===== config.mk =====
export PLATFORM = sky130hd
export DESIGN_NAME = opnd_seq
export DESIGN_NICKNAME = d
export VERILOG_FILES = /design/src/rtl/opnd_seq.sv
export SDC_FILE = /design/constraint.sdc
export NUM_CORES = 1
export LEC_CHECK = 0
export BUFFER_PORTS_ARGS = -buffer_cell sky130_fd_sc_hd__clkbuf_2
export CORE_UTILIZATION = 40
export DETAILED_ROUTE_END_ITERATION = 10
export PLACE_DENSITY = 0.59
export SLEW_MARGIN = 20
export SYNTH_ARGS = -nofsm -noshare
export SYNTH_HDL_FRONTEND = slang
export SYNTH_SLANG_ARGS = --single-unit

===== constraint.sdc =====
create_clock -name clk -period 3.3 [get_ports clk]
set_clock_uncertainty 0.1 [all_clocks]
set_input_delay 0 -clock clk [delete_from_list [all_inputs] [get_ports clk]]
set_output_delay 0 -clock clk [all_outputs]
set_load 0.02 [all_outputs]

===== src/rtl/opnd_seq.sv =====
module opnd_seq #(
  parameter int PASS_W = 16,
  parameter int STEP_W = 4
) (
  input  logic              clk,
  input  logic              rst_n,
  input  logic              start,
  input  logic [2:0]        mode,
  input  logic [STEP_W-1:0] step,
  input  logic [15:0]       seed,
  output logic              valid,
  output logic              done,
  output logic [7:0]        fac_a,
  output logic [7:0]        fac_b,
  output logic [7:0]        prev_a,
  output logic [7:0]        prev_b
);
  localparam logic [2:0] M_UP   = 3'd0;
  localparam logic [2:0] M_DOWN = 3'd1;
  localparam logic [2:0] M_SUP  = 3'd2;
  localparam logic [2:0] M_SDN  = 3'd3;
  localparam logic [2:0] M_RND  = 3'd4;
  localparam logic [2:0] M_ALT  = 3'd5;
  localparam logic [15:0] ALT_X = 16'h00FF;
  localparam logic [15:0] ALT_Y = 16'h0100;

  logic              busy;
  logic [2:0]        mode_q;
  logic [STEP_W-1:0] step_q;
  logic [PASS_W-1:0] cnt;
  logic [15:0]       pat, prev, nxt, init;
  logic              last;

  assign last   = (cnt == {PASS_W{1'b1}});
  assign valid  = busy;
  assign done   = busy && last;
  assign fac_a  = pat[7:0];
  assign fac_b  = pat[15:8];
  assign prev_a = prev[7:0];
  assign prev_b = prev[15:8];

  always_comb begin
    case (mode)
      M_RND:   init = (seed == 16'd0) ? 16'd1 : seed;
      M_ALT:   init = ALT_X;
      default: init = 16'd0;
    endcase
  end

  always_comb begin
    case (mode_q)
      M_DOWN:  nxt = pat - 16'd1;
      M_SUP:   nxt = pat + 16'(step_q);
      M_SDN:   nxt = pat - 16'(step_q);
      M_RND:   nxt = {pat[14:0], pat[15] ^ pat[13] ^ pat[12] ^ pat[10]};
      M_ALT:   nxt = (pat == ALT_X) ? ALT_Y : ALT_X;
      default: nxt = pat + 16'd1;
    endcase
  end

  always_ff @(posedge clk) begin
    if (!rst_n) begin
      busy   <= 1'b0;
      mode_q <= M_UP;
      step_q <= STEP_W'(1);
      cnt    <= '0;
      pat    <= 16'd0;
      prev   <= 16'd0;
    end else if (!busy) begin
      if (start) begin
        busy   <= 1'b1;
        mode_q <= mode;
        step_q <= (step == '0) ? STEP_W'(1) : step;
        cnt    <= '0;
        pat    <= init;
        prev   <= 16'd0;
      end
    end else begin
      pat  <= nxt;
      prev <= pat;
      cnt  <= cnt + 1'b1;
      if (last) busy <= 1'b0;
    end
  end

  assert_up_step_R2: assert property (@(posedge clk) disable iff (!rst_n)
    (busy && !last && mode_q == M_UP) |=> ({fac_b, fac_a} == $past(pat) + 16'd1));

  assert_rnd_nonzero_R5: assert property (@(posedge clk) disable iff (!rst_n)
    (busy && mode_q == M_RND) |-> ({fac_b, fac_a} != 16'd0));

  assert_alt_pairs_R6: assert property (@(posedge clk) disable iff (!rst_n)
    (busy && mode_q == M_ALT) |-> ((fac_a == 8'hFF && fac_b == 8'h00) ||
                                   (fac_a == 8'h00 && fac_b == 8'h01)));

  assert_done_ends_R7: assert property (@(posedge clk) disable iff (!rst_n)
    done |=> !valid);

  assert_start_runs_R7: assert property (@(posedge clk) disable iff (!rst_n)
    (!busy && start) |=> (valid && {prev_b, prev_a} == 16'd0));

  assert_prev_track_R8: assert property (@(posedge clk) disable iff (!rst_n)
    (busy && !last) |=> ({prev_b, prev_a} == $past({fac_b, fac_a})));
endmodule


; Yosys cells after proc, flatten, opt, wreduce, memory -nomap -nowiden
; Cells that the tools add are included.
[totals]
reg_bits = 56
latchBits = 0
ramBits = 0
mem_bits_ro = 0
out_inout_bits = 34
elab_cells = 42
memories = 0
[classes]
n_addsub = 5
mul = 0
div = 0
magnitude_cmp = 0
eq_ne = 9
n_shift = 0
mux = 13
bitwise_logic = 4
reduce_logical = 5
[op_table]
columns = operator, count
row1 = $mux W16, 6
row2 = $pmux W16 S5, 1
row3 = $add A16 B1 Y16 const B, 2
row4 = $pmux W16 S2, 1
row5 = $add A16 B4 Y16, 1
row6 = $eq A16 B16 Y1 const B, 1
row7 = $eq A16 B8 Y1 const B, 1
row8 = $logic_not A16 Y1, 1
row9 = $sub A16 B1 Y16 const B, 1
row10 = $sub A16 B4 Y16, 1
row11 = $eq A3 B3 Y1 const B, 4
row12 = $mux W9, 1
row13 = $eq A3 B2 Y1 const B, 2
row14 = $logic_not A4 Y1, 1
row15 = $mux W4, 1
row16 = $eq A3 B1 Y1 const B, 1
row17 = $mux W1, 3
row18 = $xor A1 B1 Y1, 3
row19 = $reduce_and A2 Y1, 1
row20 = $reduce_bool A2 Y1, 1
row21 = $logic_and A1 B1 Y1, 1
row22 = $not A1 Y1, 1

; Depth between registers and ports, before layout
; Gate-level depths: netlist (run 1).
[depth]
depth_word = 5
ltp_mapped = 13
ltp_nobuf = 13

; Worst setup path before layout (run 1)
; Ideal clock, no wire load.
[synth_path]
path_type = reg2reg
from = reg mode_q[1]
to = reg pat[12]
setup_time_ps = 95
t_arrival_ps = 2717
t_required_ps = 3105
slack_ps = 388
stages_incl_launch_ff = 12
path_buffers = 1
period_less_slack_ps = 2912
cell_sequence = dfxtp_1 > clkbuf_1 > nor2b_1 > a31oi_1 > nor2_1 > ha_1 > a21oi_1 > o21ba_2 > a21oi_1 > nor2b_1 > mux2_2 > a221oi_1
[synth_between]
elab_chain_cells = 3
[synth_rtl]
columns = element, line_no
row1 = "start, declared", 28  ; logic [2:0] mode_q;
row2 = "start signal, assigned", 72  ; mode_q <= mode;
row3 = "$eq A3 B3 Y1, or another cell as far along", 51  ; case (mode_q)
row4 = $pmux W16 S5 (*), 51
row5 = $mux W16 (*), 69  ; end else if (!busy) begin
row6 = "end signal, assigned", 75  ; pat <= init;
row7 = "end signal, assigned", 79  ; pat <= nxt;
row8 = "end, declared", 31  ; logic [15:0] pat, prev, nxt, init;
; Mark *: on every way between the ends. The rest lies on a longest branch, timed or not.
; A chain may end at the register's enable or synchronous reset.

; Worst setup path after layout (run 1)
[layout_path]
from = reg step_q[0]
to = reg pat[12]
[layout_between]
elab_chain_cells = 3
[layout_rtl]
columns = element, line_no
row1 = "start, declared", 29  ; logic [STEP_W-1:0] step_q;
row2 = "start signal, assigned", 73  ; step_q <= (step == '0) ? STEP_W'(1) : step;
row3 = $sub A16 B4 Y16 / $add A16 B4 Y16 (equally long branches), "54, 53"
row4 = $pmux W16 S5 (*), 51
row5 = $mux W16 (*), 69
; Marked as above.

==> flow_summary.toml, run 1 <==
[drt]
ant_nets = 0
vias = 3611
drt_iter0_markers = 171
drcViolationCount = 0
vias_per_cell = 5.81
drt-total-wl_um = 10000
dr.pass1.iters = 6
wire_per_inst_um = 16.2

[global_route]
grt_max_degree = 35
grt_pass1_wl_um = 16200
grt_pass1_vias = 3293
antenna_found_initial = 0
grt.total_usage_pct = 23.1
gr-total-overflow = 0

[critical_path]
rr_worst_depth = 13
cp_num_buf_inv = 1
reg2reg_from = "step_q[0]"
crit_family = "compound AO/OA/AOI/OAI gates"
critPathLaunchType = "flip-flop"
worst_path_max_delay_cell = "mux2_2"
r2r_end = "pat[12]"
cp.arrival_ps = 3150
ff2ff_setup_slack_ps = 290
path_cells = "inv_1 > ha_1 > a21oi_1 > nor2_1 > nor3_1 > nor2_1 > ha_1 > nor2b_1 > o2111ai_1 > a21oi_1 > nor2b_1 > mux2_2 > a221oi_1"
cp_max_fo = 4
path_class = "reg2reg"
max_stage_delay_ps = 360
cp-end-kind = "flip-flop"
cp.required_ps = 3430

[logic_synthesis]
synth_common_cells = "56 x dfxtp_1, 55 x a21oi_1, 45 x nand2_1, 45 x nor2_1, 19 x nor3b_1"
syn_nets = 492
yosysUniqueCellTypes = 58
synth_edf_count = 0
yosysWarningCount = 0
synthesis.area_sq_um = 3510
synth_largest_area_cell = "dfxtp_1"
avgSynthCellArea_sq_um = 7.85
yosysMostFrequentCell = "dfxtp_1"
synthArstFlopShare_pct = 0
yosysSeqAreaShare_pct = 31.9
synth_cells = 447
ys_ff_latch = 56
yosys.area.top_type_share_pct = 31.9
ys_top_cells_by_area = "dfxtp_1 32%, a21oi_1 7.8%, ha_1 6.4%, nand2_1 4.8%, nor2_1 4.8%"
ys.flop_type = "dfxtp_1"

[floorplanning]
die_area_sq_um = 9160
fp.dieW_um = 95.7
rows = 33
core_area_sq_um = 8340
initial_core_util_pct = 42.1
dieHeight_um = 95.7
io_pins = 60

[placement]
place.gp.congestion = 0.917
placed_area_sq_um = 3920
hpwl_um = 7270
preCtsSetupSlack_ps = 324
port-buffer-count = 59

[power]
p_leak_nw = 1.68
clock_power_share_pct = 27.7
power_frac_seq_pct = 50.9
swShare_pct = 32.6
finalPower_mw = 1.45
power_density_nw_per_um2 = 347
p_comb_share_pct = 21.4
power.internal_mw = 0.979
vdd_drop_max_v = 0.000197
switchingPower_mw = 0.474

[timing]
fmax_mhz = 332
slew_viol_final = 0
worst_pin_slew_ps = 864
final.period_utilization_pct = 91.3
fin_crit_ps = 3010
setup_slack_ps = 286
final_hold_viol_count = 0
setup_viol = 0
grt_setup_unrepaired = "false"
relSlewSlack_pct = 42.3
setup_tns_ps = 0

[clock_tree]
cts_hold_buf = 18
cts_inserted_buffers = 5
cts_root_buffer = "clkbuf_8"
clock_sinks = 56
clockBufferDepth = 2
ctsResizeCount = 0
htree_levels = 2
postCtsSetupBuffers = 0
worstSkewPairLatency_ps = 320
cts_tree = "built"
cts.clk_slew.worst_paths_ps = 120

[job]
maxCapViolations = 0

[cells_and_area]
n_fill_cell = 868
final_util_pct = 50.2
num-nets-final = 560
syn2layout_area_growth_pct = 19.3
drive_gt1_share_pct = 18.2
antennaDiodeCount = 0
regArea_sq_um = 1120
design_area_sq_um = 4190
multi_input_area_sq_um = 2200

[min_path]
min_path_type = "in2reg"
hp-start = "seed[9]"
worst_hold_path.endpoint = "pat[9]"
whs_path_depth = 4

[run_status]
outcome = "complete, no violations"
[worst max path at each step]
stage / start / to / cells past startpoint
final: step_q[0] / pat[12] / 13
after global routing: step_q[0] / pat[12] / 13
after CTS: step_q[0] / pat[12] / 13
after detailed placement: step_q[0] / pat[12] / 13
after global placement: step_q[1] / pat[14] / 12
after floorplan: mode_q[1] / pat[12] / 11
[logic make-up after synthesis]
group	share of synthesized area [%]
compound gates	23.6
xor+xnor	2.74
fa+ha+maj	6.99
buf+inv	5.35
flops	31.9
mux	3.06
simple gates	26.3
[state kept, by name, indices dropped and copies added, names as in the netlist]
name and flops:
cnt 16, pat 16, prev 16, step_q 4
mode_q 3, valid 1
[layer usage]
| metal | up-vias | global-route usage, % | part of all wire [%] |
|---|---|---|---|
| li1 | 1777 | - | - |
| met1 | 1686 | 31.3 | 45 |
| met2 | 129 | 36.8 | 46 |
| met3 | 19 | 3.91 | 6.9 |
| met4 | 0 | 7.96 | 1.7 |
| met5 | - | 0 | 0 |
[placed cells by master, fill, tap and decap left out, drive strengths merged, types with 5 or more instances in the layout]
master,count
o21a,5
nand3,13
dlygate4sd3,18
dfxtp,56
a21oi,55
xor2,7
nor3b,20
nand2,45
ha,18
nor4,6
a222oi,7
clkbuf,64
buf,12
o22ai,7
mux2,6
nor2,45
or3,7
inv,18
nand2b,6
o21ai,12
nand4,6
nor2b,12
o211ai,7
and3,5
[final cells by class]
cell class / instances / share of cell area [%]
inverters: 17 / 1.52
clock inverters: 3 / 0.538
multi-input cells: 346 / 52.6
flip-flops and latches: 56 / 26.8
repair buffers: 89 / 13.8
clock buffers: 5 / 1.64
well taps: 105 / 3.14
[metrics by stage]
step,hold WS (ps),instances
2_1_floorplan,-11.1,447
3_3_place_gp,141,595
3_5_place_dp,146,595
4_1_cts,8.81,621
5_1_grt,31.9,621
6_report,21.6,621
[tightest hold or removal path, stage by stage]
cell and delay, ps:
clkbuf_2 90, a222oi_1 100, o31a_1 120, a21oi_1 100
[power groups by stage]
stage	logic [mW]	clock network [mW]	registers [mW]
after floorplan	0.187	0	0.755
after global placement	0.287	0	0.755
after detailed placement	0.289	0	0.755
after CTS	0.308	0.413	0.740
after global routing	0.343	0.446	0.745
final	0.310	0.403	0.741
Note: power is estimated with default switching activity, not from simulation.
==> run 2: changes to the inputs <==
--- a/config.mk
+++ b/config.mk
@@ -8,7 +8,7 @@
 export BUFFER_PORTS_ARGS = -buffer_cell sky130_fd_sc_hd__clkbuf_2
 export CORE_UTILIZATION = 40
 export DETAILED_ROUTE_END_ITERATION = 10
-export PLACE_DENSITY = 0.59
+export PLACE_DENSITY = 0.61
 export SLEW_MARGIN = 20
 export SYNTH_ARGS = -nofsm -noshare
 export SYNTH_HDL_FRONTEND = slang
==> constraint.sdc (replaced) <==
create_clock -name clk -period 2.71 [get_ports clk]
set_clock_uncertainty 0.1 [all_clocks]
set_input_delay 0 -clock clk [delete_from_list [all_inputs] [get_ports clk]]
set_output_delay 0 -clock clk [all_outputs]
set_load 0.02 [all_outputs]
==> run 2 against run 1 <==
Effect of this change: the flow now finishes with violations (setup timing); critical path depth decreased by 1; hold slack lost 18 ps; first-iteration DRC count grew to 2.5 times the previous value; sequential power is 20% higher; maximum frequency grew 9.8%; combinational power rose by 52%; core utilization rose by 5.2 points; flip-flop and latch count did not move; wire length grew 11%; critical path type unchanged; largest cell class unchanged.
==> flow_summary.toml, run 2 (synthesis gave the netlist of run 1 again) <==
[run_status]
outcome = "finished, violations left"
violations = "setup timing"

[cells_and_area]
drive_gt1_share_pct = 28.6
final_util_pct = 55.4
instances_no_fill = 654
antennaDiodeCount = 0
num-nets-final = 594
design_area_sq_um = 4620
n_fill_cell = 791
final_common_cell = "clkbuf_2"
largest_registers = "cnt (16), pat (16), prev (16)"
syn2layout_area_growth_pct = 31.6
final_cell_mix = "59 x clkbuf_2, 53 x dfxtp_1, 49 x a21oi_1, 45 x nand2_1"

[timing]
setup_slack_ps = -34.1
final.period_utilization_pct = 101
fin_crit_ps = 2740
final_hold_viol_count = 0
relSlewSlack_pct = 48.5
setup_viol = 2
slew_viol_final = 0
worst_pin_slew_ps = 771
grt_setup_unrepaired = "true"
fmax_mhz = 364

[floorplanning]
rows = 33
dieHeight_um = 95.7
die_area_sq_um = 9160
fp.dieW_um = 95.7
io_pins = 60
initial_core_util_pct = 42.1
core_area_sq_um = 8340

[global_route]
grt.total_usage_pct = 25.0
antenna_found_initial = 0
grt_pass1_vias = 3483
gr-total-overflow = 0
grt_max_degree = 37
grt_pass1_wl_um = 17500

[drt]
wire_per_inst_um = 17.1
vias = 3766
vias_per_cell = 5.76
dr.pass1.iters = 7
routed.top_layer = "met4"
dr_wl_met3_um = 713
drt_iter0_markers = 429
ant_nets = 0
drt-total-wl_um = 11200
dr_wl_met2_um = 5100
wl_met1_um = 5070
drcViolationCount = 0

[power]
p_leak_nw = 1.88
power_density_nw_per_um2 = 436
vdd_drop_max_v = 0.000248
finalPower_mw = 2.01

[job]
maxCapViolations = 0

[placement]
place.gp.congestion = 0.914
port-buffer-count = 59
hpwl_um = 7670
preCtsSetupSlack_ps = -245
placed_area_sq_um = 4110
place_inst = 622

[clock_tree]
clock_sinks = 56
clockBufferDepth = 2
worstSkewPairLatency_ps = 320
cts_root_buffer = "clkbuf_8"
cts.clk_slew.worst_paths_ps = 110
cts_inserted_buffers = 5
cts_tree = "built"
htree_levels = 2

[min_path]
whs_path_depth = 4
min_path_type = "in2reg"

[critical_path]
cp-end-kind = "flip-flop"
cp.arrival_ps = 2890
path_class = "reg2reg"
rr_worst_depth = 12
critPathLaunchType = "flip-flop"
cp_max_fo = 3
cp.required_ps = 2860
-- run 2: report_power, final --
part | internal [mW] | switching, mW
clock | 0.364 | 0.285
combinational | 0.208 | 0.264
sequential | 0.850 | 0.0406
-- run 2: stage by stage --
step | setup TNS (ps) | hold WS (ps)
after global placement | -351 | 138
final | -38.0 | 3.80
after global routing | -1110 | 16.7
after floorplan | 0 | -11.1
after CTS | -83.1 | 4.29
after detailed placement | -806 | 148
-- run 2: repair_timing --
item | CTS | global route
endpoints found under the hold margin | 15 | 0
resized for setup | 20 | 20
pin swaps | 18 | 21
setup buffers | 7 | 2
hold buffers | 17 | 0
setup endpoints to repair | 8 | 11
-- run 2: critical path: stages (launching register included) --
cell       delay (ps)
dfxtp_2           360
inv_2              60
ha_4              230
inv_2              50
a21oi_2            40
a311o_1           370
fa_2              380
nor2b_4           150
o2111ai_2         170
a21oi_1           210
nor2b_2            70
mux2_4            300
a221oi_2          190
-- run 2: layout make-up --
type	instances	area [sq um]	share of cell area, %
Multi-Input combinational cell	346	2330	50.5
Timing Repair Buffer	123	833	18.0
Inverter	17	66.3	1.44
Sequential cell	56	1130	24.4
Clock inverter	2	60.1	1.30
Tap cell	105	131	2.84
Clock buffer	5	68.8	1.49
-- run 2: per-layer routing --
layer / vias up / global-route usage (%)
met5: - / 0
met2: 132 / 38.9
met3: 20 / 2.79
li1: 1838 / -
met1: 1776 / 35.9
met4: 0 / 7.84
-- run 2: final timing paths --
check             startpoint  endpoint  slack, ps
setup / recovery   step_q[0]   pat[12]        -30
hold / removal       seed[9]    pat[9]          4
setup reg to reg   step_q[0]   pat[12]        -30
hold reg to reg      cnt[15]   cnt[15]        370
==> run 3: changes to the inputs <==
--- a/config.mk
+++ b/config.mk
@@ -13,3 +13,4 @@
 export SYNTH_ARGS = -nofsm -noshare
 export SYNTH_HDL_FRONTEND = slang
 export SYNTH_SLANG_ARGS = --single-unit
+export TNS_END_PERCENT = 20
==> run 3 against run 2 <==
Effect of this change: the flow still finishes with violations (setup timing); total power down 6.9%; clock power shrank 24%; combinational power up 4%; count of clock-buffer cells in the layout is the same; design area is 1.0% higher; register-to-register slack worse by 40 ps; maximum frequency decreased by 1.4%; sequential share of layout area down 0.24 points; final cell count grew 1.1%.
==> flow_summary.toml, run 3 (synthesis gave the netlist of run 1 again) <==
[floorplanning]
rows = 33
io_pins = 60
core_area_sq_um = 8340
dieHeight_um = 95.7
initial_core_util_pct = 42.1
fp.dieW_um = 95.7
die_area_sq_um = 9160

[clock_tree]
cts.clk_slew.worst_paths_ps = 120
cts_tree = "built"
cts_root_buffer = "clkbuf_8"
clockBufferDepth = 2
worstSkewPairLatency_ps = 320
clock_sinks = 56
cts_inserted_buffers = 5
htree_levels = 2

[cells_and_area]
antennaDiodeCount = 0
n_fill_cell = 788
drive_gt1_share_pct = 31.1
final_cell_mix = "59 x clkbuf_2, 53 x dfxtp_1, 52 x buf_4, 45 x a21oi_1, 45 x nand2_1"
regArea_sq_um = 1130
multi_input_area_sq_um = 2380
final_common_cell = "clkbuf_2"
design_area_sq_um = 4670
syn2layout_area_growth_pct = 32.9
num-nets-final = 600
largest_registers = "cnt (16), pat (16), prev (16)"

[timing]
final_hold_viol_count = 0
setup_viol = 6
grt_setup_unrepaired = "true"
final.period_utilization_pct = 103
slew_viol_final = 0
worst_pin_slew_ps = 729
fmax_mhz = 359
setup_slack_ps = -72.7
fin_crit_ps = 2780
relSlewSlack_pct = 51.3

[critical_path]
crit_start = "step_q[1]"
ff2ff_setup_slack_ps = -70
r2r_end = "pat[15]"
cp-end-kind = "flip-flop"
reg2reg_from = "step_q[1]"
rr_worst_depth = 12
cp.arrival_ps = 2940
cp_max_fo = 6
cp.required_ps = 2870
path_class = "reg2reg"
critPathLaunchType = "flip-flop"

[global_route]
grt_max_degree = 28
grt_pass1_wl_um = 17700
antenna_found_initial = 0
grt_pass1_vias = 3694
grt.total_usage_pct = 25.3
gr-total-overflow = 0

[drt]
drcViolationCount = 0
ant_nets = 0
vias_per_cell = 5.75
vias = 3803
dr.pass1.iters = 5
wire_per_inst_um = 16.9
drt-total-wl_um = 11100
drt_iter0_markers = 356

[power]
finalPower_mw = 1.87
vdd_drop_max_v = 0.000197
power_density_nw_per_um2 = 401
p_leak_nw = 1.91

[placement]
hpwl_um = 7920
place.gp.congestion = 0.898
preCtsSetupSlack_ps = -235
port-buffer-count = 59
placed_area_sq_um = 4180

[min_path]
worst_hold_path.endpoint = "pat[2]"
hp-start = "seed[2]"
min_path_type = "in2reg"
whs_path_depth = 3

[run_status]
outcome = "finished, violations left"
violations = "setup timing"

[job]
maxCapViolations = 0
==> run 3: changes by cell type in the layout (fill, tap and decap cells not counted), sizes merged <==
| cell | before | now |
|---|---|---|
| inv | 17 | 18 |
| bufinv | 2 | 0 |
| clkinv | 0 | 1 |
| clkinvlp | 0 | 1 |
| buf | 47 | 53 |
==> run 3: area by class of cell <==
type                    instances  area share, %
clock buffers                   5           1.47
clock inverters                 3          0.456
inverters                      17           1.42
multi-input cells             346           51.1
flip-flops and latches         56           24.2
well taps                     105           2.82
repair buffers                129           18.6
==> run 3: worst max path at each step <==
stage	end	slack (ps)	depth (start not counted)
floorplan	pat[14]	-10	12
global placement	pat[14]	-160	12
detailed placement	pat[14]	-230	12
CTS	pat[12]	-20	12
global route	pat[14]	-200	12
finish	pat[15]	-70	12
==> run 3: timing repair <==
| action | CTS | global route |
|---|---|---|
| hold buffers | 17 | 0 |
| endpoints found under the hold margin | 15 | 0 |
| resized for setup | 36 | 13 |
| buffers inserted | 5 | 0 |
| endpoints found under the setup margin | 7 | 11 |
| pin swaps | 15 | 8 |
==> run 3: per-layer routing <==
layer / up-vias / track usage, % / wire length, um
met5: - / 0 / 0
met3: 24 / 2.71 / 571
met1: 1806 / 35.2 / 5150
met2: 125 / 40.7 / 5160
met4: 0 / 8.58 / 269
li1: 1848 / - / -
==> run 3: report_power, final <==
group	switching, mW	total (mW)	internal [mW]
Combinational	0.273	0.489	0.216
Sequential	0.0370	0.888	0.851
Clock	0.311	0.496	0.185
==> run 3: metrics by stage <==
stage | setup TNS (ps) | hold slack, ps | instances | utilization, %
final | -233 | 13.9 | 661 | 55.9
after global routing | -1070 | 43.8 | 661 | 55.9
after CTS | -28.7 | 6.10 | 661 | 55.4
after detailed placement | -832 | 145 | 631 | 50.1
after global placement | -514 | 137 | 631 | 50.1
after floorplan | -12.2 | -11.1 | 447 | -
==> run 3: worst max-delay path: stages (launching register included) <==
cell and delay, ps:
dfxtp_4 400, inv_4 40, ha_4 170, a31oi_2 210, nor2_2 70, buf_4 180
ha_1 320, a21oi_2 170, nand2_1 110, or2_2 320, o21ai_2 150, mux2_2 350
a21oi_2 130
